File: src/rtl/i2c10_pkg.sv
package i2c10_pkg;

    localparam logic [7:0] RSEL_ADDR = 8'h0E;
    localparam logic [7:0] FIFO_ADDR = 8'h0F;
    localparam logic [7:0] AXW_LO    = 8'h04;  // X low
    localparam logic [7:0] AXW_HI    = 8'h09;  // Z high
    localparam logic [7:0] AX_ZL     = 8'h08;

    typedef enum logic [2:0] {
        ST_IDLE, ST_DEV1, ST_DEV2, ST_REG, ST_WDATA, ST_RDATA, ST_WAIT
    } st_e;

    typedef enum logic [1:0] {PH_BITS, PH_ACK, PH_MACK, PH_LOAD} ph_e;

    typedef struct packed {
        st_e        st;
        ph_e        ph;
        logic [2:0] cnt;
        logic [7:0] sh;
        logic       oe;
        logic       hit;
        logic [7:0] wptr;
        logic [7:0] rptr;
        logic       pop;
    } prot_t;

    // Read-pointer step: axis loop Y_hi,Y_lo,X_hi,X_lo,Z_hi,Z_lo; hold elsewhere
    function automatic logic [7:0] rd_next(input logic [7:0] a);
        logic [7:0] r;
        if (a < AXW_LO || a > AXW_HI) r = a;
        else if (a == AXW_LO)          r = AXW_HI;
        else if (a == AX_ZL)           r = 8'h07;
        else                           r = a - 8'd1;
        return r;
    endfunction

endpackage

File: src/rtl/i2c10_buscond.sv
module i2c10_buscond (
    input  logic clk_i,
    input  logic rst_ni,
    input  logic scl_i,
    input  logic sda_i,
    output logic scl_rise_o,
    output logic scl_fall_o,
    output logic start_o,
    output logic stop_o,
    output logic sda_s_o
);
    typedef struct packed {
        logic [2:0] scl;  // [0] first sync, [1] synced, [2] previous
        logic [2:0] sda;
    } sync_t;

    sync_t s_d, s_q;

    always_comb begin
        s_d = s_q;
        s_d.scl = {s_q.scl[1:0], scl_i};
        s_d.sda = {s_q.sda[1:0], sda_i};
    end

    always_ff @(posedge clk_i or negedge rst_ni) begin
        if (!rst_ni) s_q <= '{scl: 3'b111, sda: 3'b111};
        else         s_q <= s_d;
    end

    assign scl_rise_o = s_q.scl[1] & ~s_q.scl[2];
    assign scl_fall_o = ~s_q.scl[1] & s_q.scl[2];
    assign start_o    = s_q.scl[1] & s_q.scl[2] & s_q.sda[2] & ~s_q.sda[1];
    assign stop_o     = s_q.scl[1] & s_q.scl[2] & ~s_q.sda[2] & s_q.sda[1];
    assign sda_s_o    = s_q.sda[1];

endmodule

File: src/rtl/i2c10_regfile.sv
module i2c10_regfile #(
    parameter int NREG = 16
) (
    input  logic       clk_i,
    input  logic       rst_ni,
    input  logic       we_i,
    input  logic [7:0] waddr_i,
    input  logic [7:0] wdata_i,
    input  logic [7:0] raddr_i,
    output logic [7:0] rdata_o,
    output logic [7:0] rdsel_o,
    input  logic [7:0] fifo_data_i
);
    import i2c10_pkg::*;
    localparam int AW = $clog2(NREG);

    logic [7:0] mem_d [NREG];
    logic [7:0] mem_q [NREG];

    always_comb begin
        mem_d = mem_q;
        if (we_i && int'(waddr_i) < NREG && waddr_i != FIFO_ADDR)
            mem_d[waddr_i[AW-1:0]] = wdata_i;
    end

    generate
        for (genvar g = 0; g < NREG; g++) begin : g_reg
            always_ff @(posedge clk_i or negedge rst_ni) begin
                if (!rst_ni) mem_q[g] <= 8'h00;
                else         mem_q[g] <= mem_d[g];
            end
        end
    endgenerate

    always_comb begin
        if (raddr_i == FIFO_ADDR)       rdata_o = fifo_data_i;
        else if (int'(raddr_i) < NREG)  rdata_o = mem_q[raddr_i[AW-1:0]];
        else                            rdata_o = 8'h00;
    end

    assign rdsel_o = mem_q[RSEL_ADDR[AW-1:0]];

    assert_rsel_hold_R5: assert property (@(posedge clk_i) disable iff (!rst_ni)
        (!we_i || waddr_i != RSEL_ADDR) |=> $stable(rdsel_o));

endmodule

File: src/rtl/i2c10_proto.sv
module i2c10_proto #(
    parameter logic [9:0] DEV_ADDR = 10'h2A5
) (
    input  logic       clk_i,
    input  logic       rst_ni,
    input  logic       scl_rise_i,
    input  logic       scl_fall_i,
    input  logic       start_i,
    input  logic       stop_i,
    input  logic       sda_i,
    input  logic [7:0] rdata_i,
    input  logic [7:0] rdsel_i,
    output logic [7:0] raddr_o,
    output logic       we_o,
    output logic [7:0] waddr_o,
    output logic [7:0] wdata_o,
    output logic       sda_oe_o,
    output logic       pop_o
);
    import i2c10_pkg::*;

    prot_t q, n;
    logic [7:0] byte_in;

    assign byte_in = {q.sh[6:0], sda_i};
    assign raddr_o = q.rptr;

    always_comb begin
        n       = q;
        n.pop   = 1'b0;
        we_o    = 1'b0;
        waddr_o = q.wptr;
        wdata_o = byte_in;
        if (start_i) begin
            n.st = ST_DEV1; n.ph = PH_BITS; n.cnt = '0; n.oe = 1'b0;
        end else if (stop_i) begin
            n.st = ST_IDLE; n.ph = PH_BITS; n.cnt = '0; n.oe = 1'b0; n.hit = 1'b0;
        end else begin
            case (q.st)
                ST_IDLE, ST_WAIT: ;
                ST_RDATA: begin
                    case (q.ph)
                        PH_BITS: if (scl_fall_i) begin
                            if (q.cnt == 3'd7) begin
                                n.oe = 1'b0; n.ph = PH_MACK;
                            end else begin
                                n.cnt = q.cnt + 3'd1;
                                n.sh  = {q.sh[6:0], 1'b0};
                                n.oe  = ~q.sh[6];
                            end
                        end
                        PH_MACK: if (scl_rise_i) begin
                            if (sda_i) n.st = ST_WAIT;
                            else       n.ph = PH_LOAD;
                        end
                        default: if (scl_fall_i) begin
                            if (q.ph == PH_ACK && !q.oe) begin
                                n.oe = 1'b1;
                            end else begin
                                n.sh   = rdata_i;
                                n.oe   = ~rdata_i[7];
                                n.cnt  = '0;
                                n.ph   = PH_BITS;
                                n.pop  = (q.rptr == FIFO_ADDR);
                                n.rptr = rd_next(q.rptr);
                            end
                        end
                    endcase
                end
                default: begin
                    if (q.ph == PH_BITS) begin
                        if (scl_rise_i) begin
                            n.sh  = byte_in;
                            n.cnt = q.cnt + 3'd1;
                            if (q.cnt == 3'd7) begin
                                n.ph = PH_ACK;
                                case (q.st)
                                    ST_DEV1: begin
                                        if (byte_in[7:1] != {5'b11110, DEV_ADDR[9:8]})
                                            n.st = ST_WAIT;
                                        else if (!byte_in[0])
                                            n.st = ST_DEV2;
                                        else if (q.hit) begin
                                            n.st = ST_RDATA; n.rptr = rdsel_i;
                                        end else
                                            n.st = ST_WAIT;
                                    end
                                    ST_DEV2: begin
                                        if (byte_in == DEV_ADDR[7:0]) begin
                                            n.st = ST_REG; n.hit = 1'b1;
                                        end else
                                            n.st = ST_WAIT;
                                    end
                                    ST_REG: begin
                                        n.wptr = byte_in; n.st = ST_WDATA;
                                    end
                                    default: begin
                                        we_o   = 1'b1;
                                        n.wptr = q.wptr - 8'd1;
                                    end
                                endcase
                            end
                        end
                    end else if (scl_fall_i) begin
                        if (!q.oe) n.oe = 1'b1;
                        else begin
                            n.oe = 1'b0; n.ph = PH_BITS; n.cnt = '0;
                        end
                    end
                end
            endcase
        end
    end

    always_ff @(posedge clk_i or negedge rst_ni) begin
        if (!rst_ni) q <= '{st: ST_IDLE, ph: PH_BITS, default: '0};
        else         q <= n;
    end

    assign sda_oe_o = q.oe;
    assign pop_o    = q.pop;

    assert_pop_pulse_R8: assert property (@(posedge clk_i) disable iff (!rst_ni)
        q.pop |=> !q.pop);
    assert_pop_fifo_R8: assert property (@(posedge clk_i) disable iff (!rst_ni)
        q.pop |-> q.rptr == FIFO_ADDR);
    assert_idle_release_R9: assert property (@(posedge clk_i) disable iff (!rst_ni)
        (q.st == ST_IDLE || q.st == ST_WAIT) |-> !q.oe);
    assert_stop_clears_R10: assert property (@(posedge clk_i) disable iff (!rst_ni)
        (stop_i && !start_i) |=> (q.st == ST_IDLE && !q.hit));

endmodule

File: src/rtl/i2c10_regtarget.sv
module i2c10_regtarget #(
    parameter logic [9:0] DEV_ADDR = 10'h2A5,
    parameter int         NREG     = 16
) (
    input  logic       clk_i,
    input  logic       rst_ni,
    input  logic       scl_i,
    input  logic       sda_i,
    output logic       sda_oe_o,
    input  logic [7:0] fifo_data_i,
    output logic       fifo_pop_o
);
    logic       scl_rise, scl_fall, start, stop, sda_s;
    logic [7:0] raddr, rdata, rdsel, waddr, wdata;
    logic       we;

    i2c10_buscond i_cond (
        .clk_i, .rst_ni, .scl_i, .sda_i,
        .scl_rise_o(scl_rise), .scl_fall_o(scl_fall),
        .start_o(start), .stop_o(stop), .sda_s_o(sda_s)
    );

    i2c10_proto #(.DEV_ADDR(DEV_ADDR)) i_proto (
        .clk_i, .rst_ni,
        .scl_rise_i(scl_rise), .scl_fall_i(scl_fall),
        .start_i(start), .stop_i(stop), .sda_i(sda_s),
        .rdata_i(rdata), .rdsel_i(rdsel), .raddr_o(raddr),
        .we_o(we), .waddr_o(waddr), .wdata_o(wdata),
        .sda_oe_o(sda_oe_o), .pop_o(fifo_pop_o)
    );

    i2c10_regfile #(.NREG(NREG)) i_regs (
        .clk_i, .rst_ni,
        .we_i(we), .waddr_i(waddr), .wdata_i(wdata),
        .raddr_i(raddr), .rdata_o(rdata), .rdsel_o(rdsel),
        .fifo_data_i(fifo_data_i)
    );

endmodule

File: config.mk
export PLATFORM = sky130hd
export DESIGN_NAME = i2c10_regtarget
export DESIGN_NICKNAME = d
export VERILOG_FILES = /design/src/rtl/i2c10_pkg.sv /design/src/rtl/i2c10_buscond.sv /design/src/rtl/i2c10_regfile.sv /design/src/rtl/i2c10_proto.sv /design/src/rtl/i2c10_regtarget.sv
export SDC_FILE = /design/constraint.sdc
export NUM_CORES = 1
export LEC_CHECK = 0
export BUFFER_PORTS_ARGS = -buffer_cell sky130_fd_sc_hd__buf_2
export CORE_ASPECT_RATIO = 1.1
export CORE_MARGIN = 8
export CORE_UTILIZATION = 50
export CTS_BUF_LIST = sky130_fd_sc_hd__clkbuf_8
export DETAILED_ROUTE_END_ITERATION = 16
export PLACE_DENSITY = 0.67
export SYNTH_ARGS = -nofsm -noshare
export SYNTH_HDL_FRONTEND = slang
export SYNTH_SLANG_ARGS = --single-unit
File: constraint.sdc
create_clock -name clk_i -period 6.1 [get_ports clk_i]
set_input_delay 0.61 -clock clk_i [delete_from_list [all_inputs] [get_ports clk_i]]
set_output_delay 0.61 -clock clk_i [all_outputs]
set_load 0.1 [all_outputs]
==> reports/metrics.yaml, run 1 <==
dp_worst_setup_slack_ns: 3.126
die_y_um: 153.6
slowest_stage: "nor4_4"
ys_ff_latch: 168
vias: 5847
post_cts_resized: 0
tns_ns: 0
setup_viol: 0
drive_above_1_share: 0.3305
p_leak_nw: 4.190
clkTransAtPathRegs_ns: 0.10
startpoint_type: "register"
min_period_over_period: 0.4931
yosysTopAreaCell: "dfrtp_1"
grt_antenna_before_repair: 0
r2r_cells: 5
worstSetupEndpoint: "i_regs.mem_q[33]"
finalClockSkew_ns: 0.01554
grt_use_total: 0.1966
cpPeakStageDelay_ns: 0.68
cts_buffers: 17
hpwl_mm: 13.35
totalPowerFinal_mw: 2.217
rr_endpoint: "i_regs.mem_q[33]"
drcViolationCount: 0
pin_count: 14
max_freq_mhz: 332.5
synth_top_area_frac: 0.4710
path_class: "reg -> reg"
synth_common_cells: "162 x dfrtp_1, 124 x mux2_2, 52 x nor2_1"
synth.distinct_cells: 64
grt.busiest_layer: "met2"
grt.met3_usage: 0.03933
fillCellCount: 1419
drv_slew: 0
core_area_mm2: 0.01695
maxCapViolCount: 0
rrSetupSlack_ns: 3.09
grt_pass1_wl_mm: 33.31
worst_ir_drop_vdd_mv: 0.1344
floorplan.rows: 50
htree_levels: 4
synthArstFlopShare: 1.000
synth_flop_cell: "dfrtp_1"
area_growth_syn_to_layout_pct: 6.818
rsz0062_at_grt: "no"
p_per_area_mw_per_mm2: 241.1
cts_sinks: 168
dr.first_iter.drc_count: 627
cts_max_path_buffers: 2
grt_start_max_net_pins: 103
multiInputGateArea_mm2: 0.004105
grt_use_met2: 0.3128
worstPathMaxFanout: 18
grt_pass1_vias: 5896
postRouteWirelength_mm: 20.33
worstMarginPinSlew_ns: 1.105
hold_class: "in -> async"
syn_avg_cell_area_um2: 12.14
use_met1: 0.2673
die-area_mm2: 0.02167
portBuffers: 13
gr-total-overflow: 0
worstPathRequired_ns: 6.45
fp.dieW_um: 141.1
num_antenna_cells: 0
hold_buffers: 0
synth_enable_flop_cells: 0
synthesis.area_mm2: 0.008607
worstPathCellList: "nand3b_1 > and2_0 > nand3_2 > nor4_4 > mux2_2"
first_pass_iters: 6
syn-num-nets: 732
finalHoldViolations: 0
syn_inst: 709
relSlewSlack: 0.2602
synth.area.top_cells: "dfrtp_1 47%, mux2_2 16%, mux4_2 8.4%, nor2_1 2.3%, clkbuf_1 2.0%"
wire_per_inst_um: 21.72
synth_most_common_cell: "dfrtp_1"
fin_ws_ns: 3.092
cts_tree: "yes"
vias_per_cell: 6.247
final_net_count: 712
cp-end-kind: "register"
regArea_mm2: 0.004212
start_util: 0.5077
detail-route-antenna-nets: 0
gp_congestion: 0.8765
worstReg2RegStart: "i_proto.q[32]"
clk_latency_ns: 0.47
period_needed_ns: 3.008
cp.arrival_ns: 3.36
yosysSeqAreaShare: 0.4893
status: "completed"
synth_warnings: 0
crit_path_start: "i_proto.q[32]"
post_cts_buffers: 0
root_buffer: "clkbuf_8"
-- kinds of logic after synthesis --
group,count (synthesis),share of synthesized area
AOI/OAI and AO/OA,115,0.09231
xor gates and xnor gates,3,0.003926
adders and majority gates,11,0.01599
buffers and inverters,73,0.03372
DFF,168,0.4893
muxes,164,0.2553
and+or+nand+nor,175,0.1095
-- sequential cells by signal, indices dropped and copies added, names as in the netlist --
name / count
i_cond.s_d: 3
i_cond.s_q: 2
i_cond.sda_s_o: 1
i_proto.pop_o: 1
i_proto.q: 9
i_proto.raddr_o: 8
i_proto.sda_oe_o: 1
i_proto.waddr_o: 8
i_proto.wdata_o: 7
i_regs.mem_q: 120
i_regs.rdsel_o: 8
-- power breakdown --
part	switching, mW	leakage (nW)	internal [mW]
Clock	0.441	0.204	0.385
Combinational	0.0803	1.68	0.0447
Sequential	0.129	2.31	1.14
-- cell usage in the layout, fill, tap and decap left out, drive strengths merged, types with 4 or more instances in the layout --
master / synthesis / routed
a21o: 4 / 4
mux2i: 8 / 8
clkbuf: 47 / 18
clkinv: 1 / 6
nor2: 61 / 61
a21oi: 23 / 23
ha: 11 / 11
a211oi: 11 / 11
nor3: 14 / 14
a22oi: 12 / 12
nand4: 6 / 6
nand2: 42 / 42
a2111oi: 8 / 8
dfrtp: 162 / 162
nor2b: 7 / 7
or4: 4 / 4
mux2: 124 / 124
buf: 11 / 19
mux4: 32 / 32
o21ai: 16 / 16
nand2b: 6 / 6
nand3: 7 / 7
a31oi: 12 / 12
nor4: 8 / 8
inv: 14 / 19
dfstp: 6 / 6
-- worst min-delay path by stage --
stage | end | slack (ns)
final | i_proto.q[27] | 0.21
after global routing | i_cond.s_d[4] | 0.20
after CTS | i_cond.s_d[4] | 0.20
after detailed placement | i_cond.sda_s_o | 0.35
after global placement | i_cond.sda_s_o | 0.35
after floorplan | i_proto.pop_o | 0.31
-- layer usage --
metal,vias up,wire [um]
li1,2564,-
met1,3010,8804
met2,244,9917
met3,29,1330
met4,0,278
met5,-,0
-- final cells by class --
type	count	share of cell area
timing repair buffer	19	0.01266
inverter	15	0.006124
sequential	168	0.4581
clock buffer	18	0.02695
multi-input combinational	468	0.4465
tap	234	0.03185
clock inverter	14	0.01783
-- metrics by stage --
step | hold WS, ns | instances | area [um2] | utilization
2_1_floorplan | 0.3144 | 709 | 8607 | -
4_1_cts | 0.1963 | 936 | 9194 | 0.5423
6_report | 0.2107 | 936 | 9194 | 0.5423
3_3_place_gp | 0.3499 | 904 | 8782 | 0.5180
5_1_grt | 0.2031 | 936 | 9194 | 0.5423
3_5_place_dp | 0.3490 | 904 | 8782 | 0.5180
-- worst max-delay path, delay by kind of cell (launching register included) --
| kind | cells | cell delay (ns) |
|---|---|---|
| AND/OR/NAND/NOR | 4 | 1.88 |
| multiplexers | 1 | 0.41 |
| flip-flops | 1 | 0.58 |
No activity file was read; power rests on OpenSTA's default activity.
==> run 2, diff against run 1 <==
==> constraint.sdc (replaced) <==
create_clock -name clk_i -period 3.1 [get_ports clk_i]
set_input_delay 0.31 -clock clk_i [delete_from_list [all_inputs] [get_ports clk_i]]
set_output_delay 0.31 -clock clk_i [all_outputs]
set_load 0.1 [all_outputs]
==> reports/metrics.yaml, run 2 (synthesis results as in run 1) <==
max_freq_mhz: 340.5
htree_levels: 4
final_cells: 960
cts_sinks: 168
drive_above_1_share: 0.3471
hpwl_mm: 14.02
setup_viol: 0
worstMarginPinSlew_ns: 0.7662
top_register: "i_regs.mem_q"
maxCapViolCount: 0
hold_class: "in -> reg"
finalHoldViolations: 0
dp_cells: 925
finalClockSkew_ns: 0.01278
p_leak_nw: 4.334
area_growth_syn_to_layout_pct: 9.609
dr.first_iter.drc_count: 503
totalPowerFinal_mw: 4.557
die_y_um: 153.6
drcViolationCount: 0
seq_power_share: 0.497
num_antenna_cells: 0
fp.dieW_um: 141.1
clkTransAtPathRegs_ns: 0.09
die-area_mm2: 0.02167
min_period_over_period: 0.9473
grt_use_total: 0.2002
cts_max_path_buffers: 2
grt_antenna_before_repair: 0
worst_ir_drop_vdd_mv: 0.2968
postRouteWirelength_mm: 20.65
wire_per_inst_um: 21.51
tns_ns: 0
final_net_count: 736
worstPathMaxFanout: 8
cts_buffers: 17
gp_congestion: 0.9032
vias: 5848
period_needed_ns: 2.937
detail-route-antenna-nets: 0
grt_pass1_vias: 5961
floorplan.rows: 50
first_pass_iters: 6
startpoint_type: "register"
gr-total-overflow: 0
combPwrFrac: 0.117
post_cts_resized: 0
drv_slew: 0
fin_util: 0.5565
portBuffers: 13
clk_latency_ns: 0.47
power_frac_clock: 0.385
intPower_mw: 3.303
final_common_cell: "dfrtp_1"
vias_per_cell: 6.092
cp-end-kind: "register"
core_area_mm2: 0.01695
root_buffer: "clkbuf_8"
pin_count: 14
p_sw_mw: 1.254
final_cell_mix: "162 x dfrtp_1, 124 x mux2_2, 52 x nor2_1, 42 x nand2_1, 32 x mux4_2"
largestRegisters: "i_regs.mem_q: 120 flops, i_proto.q: 9 flops"
p_per_area_mw_per_mm2: 483.0
status: "completed"
start_util: 0.5077
grt_pass1_wl_mm: 33.68
dp_worst_setup_slack_ns: 0.2220
p_sw_frac: 0.2752
grt_start_max_net_pins: 72
cp.arrival_ns: 3.29
largest_register_ffs: 120
cts_tree: "yes"
path_class: "reg -> reg"
worstPathRequired_ns: 3.45
relSlewSlack: 0.4853
rsz0062_at_grt: "no"
fin_ws_ns: 0.1634
-- run 2: area by class of cell --
cell class | count | area (um2)
fillers | 1389 | 7520
flip-flops and latches | 168 | 4212
multi-input cells | 468 | 4105
repair buffers | 43 | 316.6
well taps | 234 | 292.8
clock buffers | 19 | 261.5
clock inverters | 13 | 190.2
inverters | 15 | 56.30
-- run 2: path summary, 6_finish.rpt --
kind,from,endpoint,slack (ns),cells after the start
max in group asynchronous,rst_ni,i_regs.mem_q[103],1.84,3
worst min register to register,i_cond.s_d[1],i_cond.sda_s_o,0.36,0
worst max-delay path,i_proto.q[27],i_regs.mem_q[65],0.16,7
worst max register to register,i_proto.q[27],i_regs.mem_q[65],0.16,7
worst min-delay path,fifo_data_i[1],i_proto.wdata_o[2],0.24,3
min in group asynchronous,rst_ni,i_proto.q[34],0.39,2
-- run 2: what timing repair did --
action | 4_1_cts | 5_1_grt
hold buffers | 3 | 0
setup buffers | 0 | 0
endpoints found under the hold margin | 57 | 0
-- run 2: critical path, cell delays in order, from the launching register on --
cell     delay, ns
dfrtp_1       0.37
ha_1          0.16
ha_1          0.21
nor3b_1       0.33
and2_0        0.37
nand3_2       0.35
nor4_4        0.63
mux2_2        0.41
-- run 2: metrics by stage --
step	instance area (um2)	hold WS (ns)
5_1_grt	9434	0.2717
3_3_place_gp	8952	0.3202
6_report	9434	0.2449
4_1_cts	9434	0.2300
2_1_floorplan	8607	0.01441
3_5_place_dp	8952	0.3306
-- run 2: power groups by stage --
stage | Sequential (mW) | Clock, mW | Combinational [mW]
after CTS | 2.27 | 1.80 | 0.526
after detailed placement | 2.31 | 0 | 0.522
final | 2.27 | 1.76 | 0.534
after floorplan | 2.30 | 0 | 0.268
after global placement | 2.31 | 0 | 0.504
after global routing | 2.27 | 1.87 | 0.569
-- run 2: layer usage --
layer / global-route usage / up-vias / wire length [um]
met1: 0.2672 / 3017 / 9143
met4: 0.07941 / 0 / 446
met5: 0 / - / 0
met3: 0.03438 / 32 / 924
li1: - / 2628 / -
met2: 0.3197 / 171 / 10130
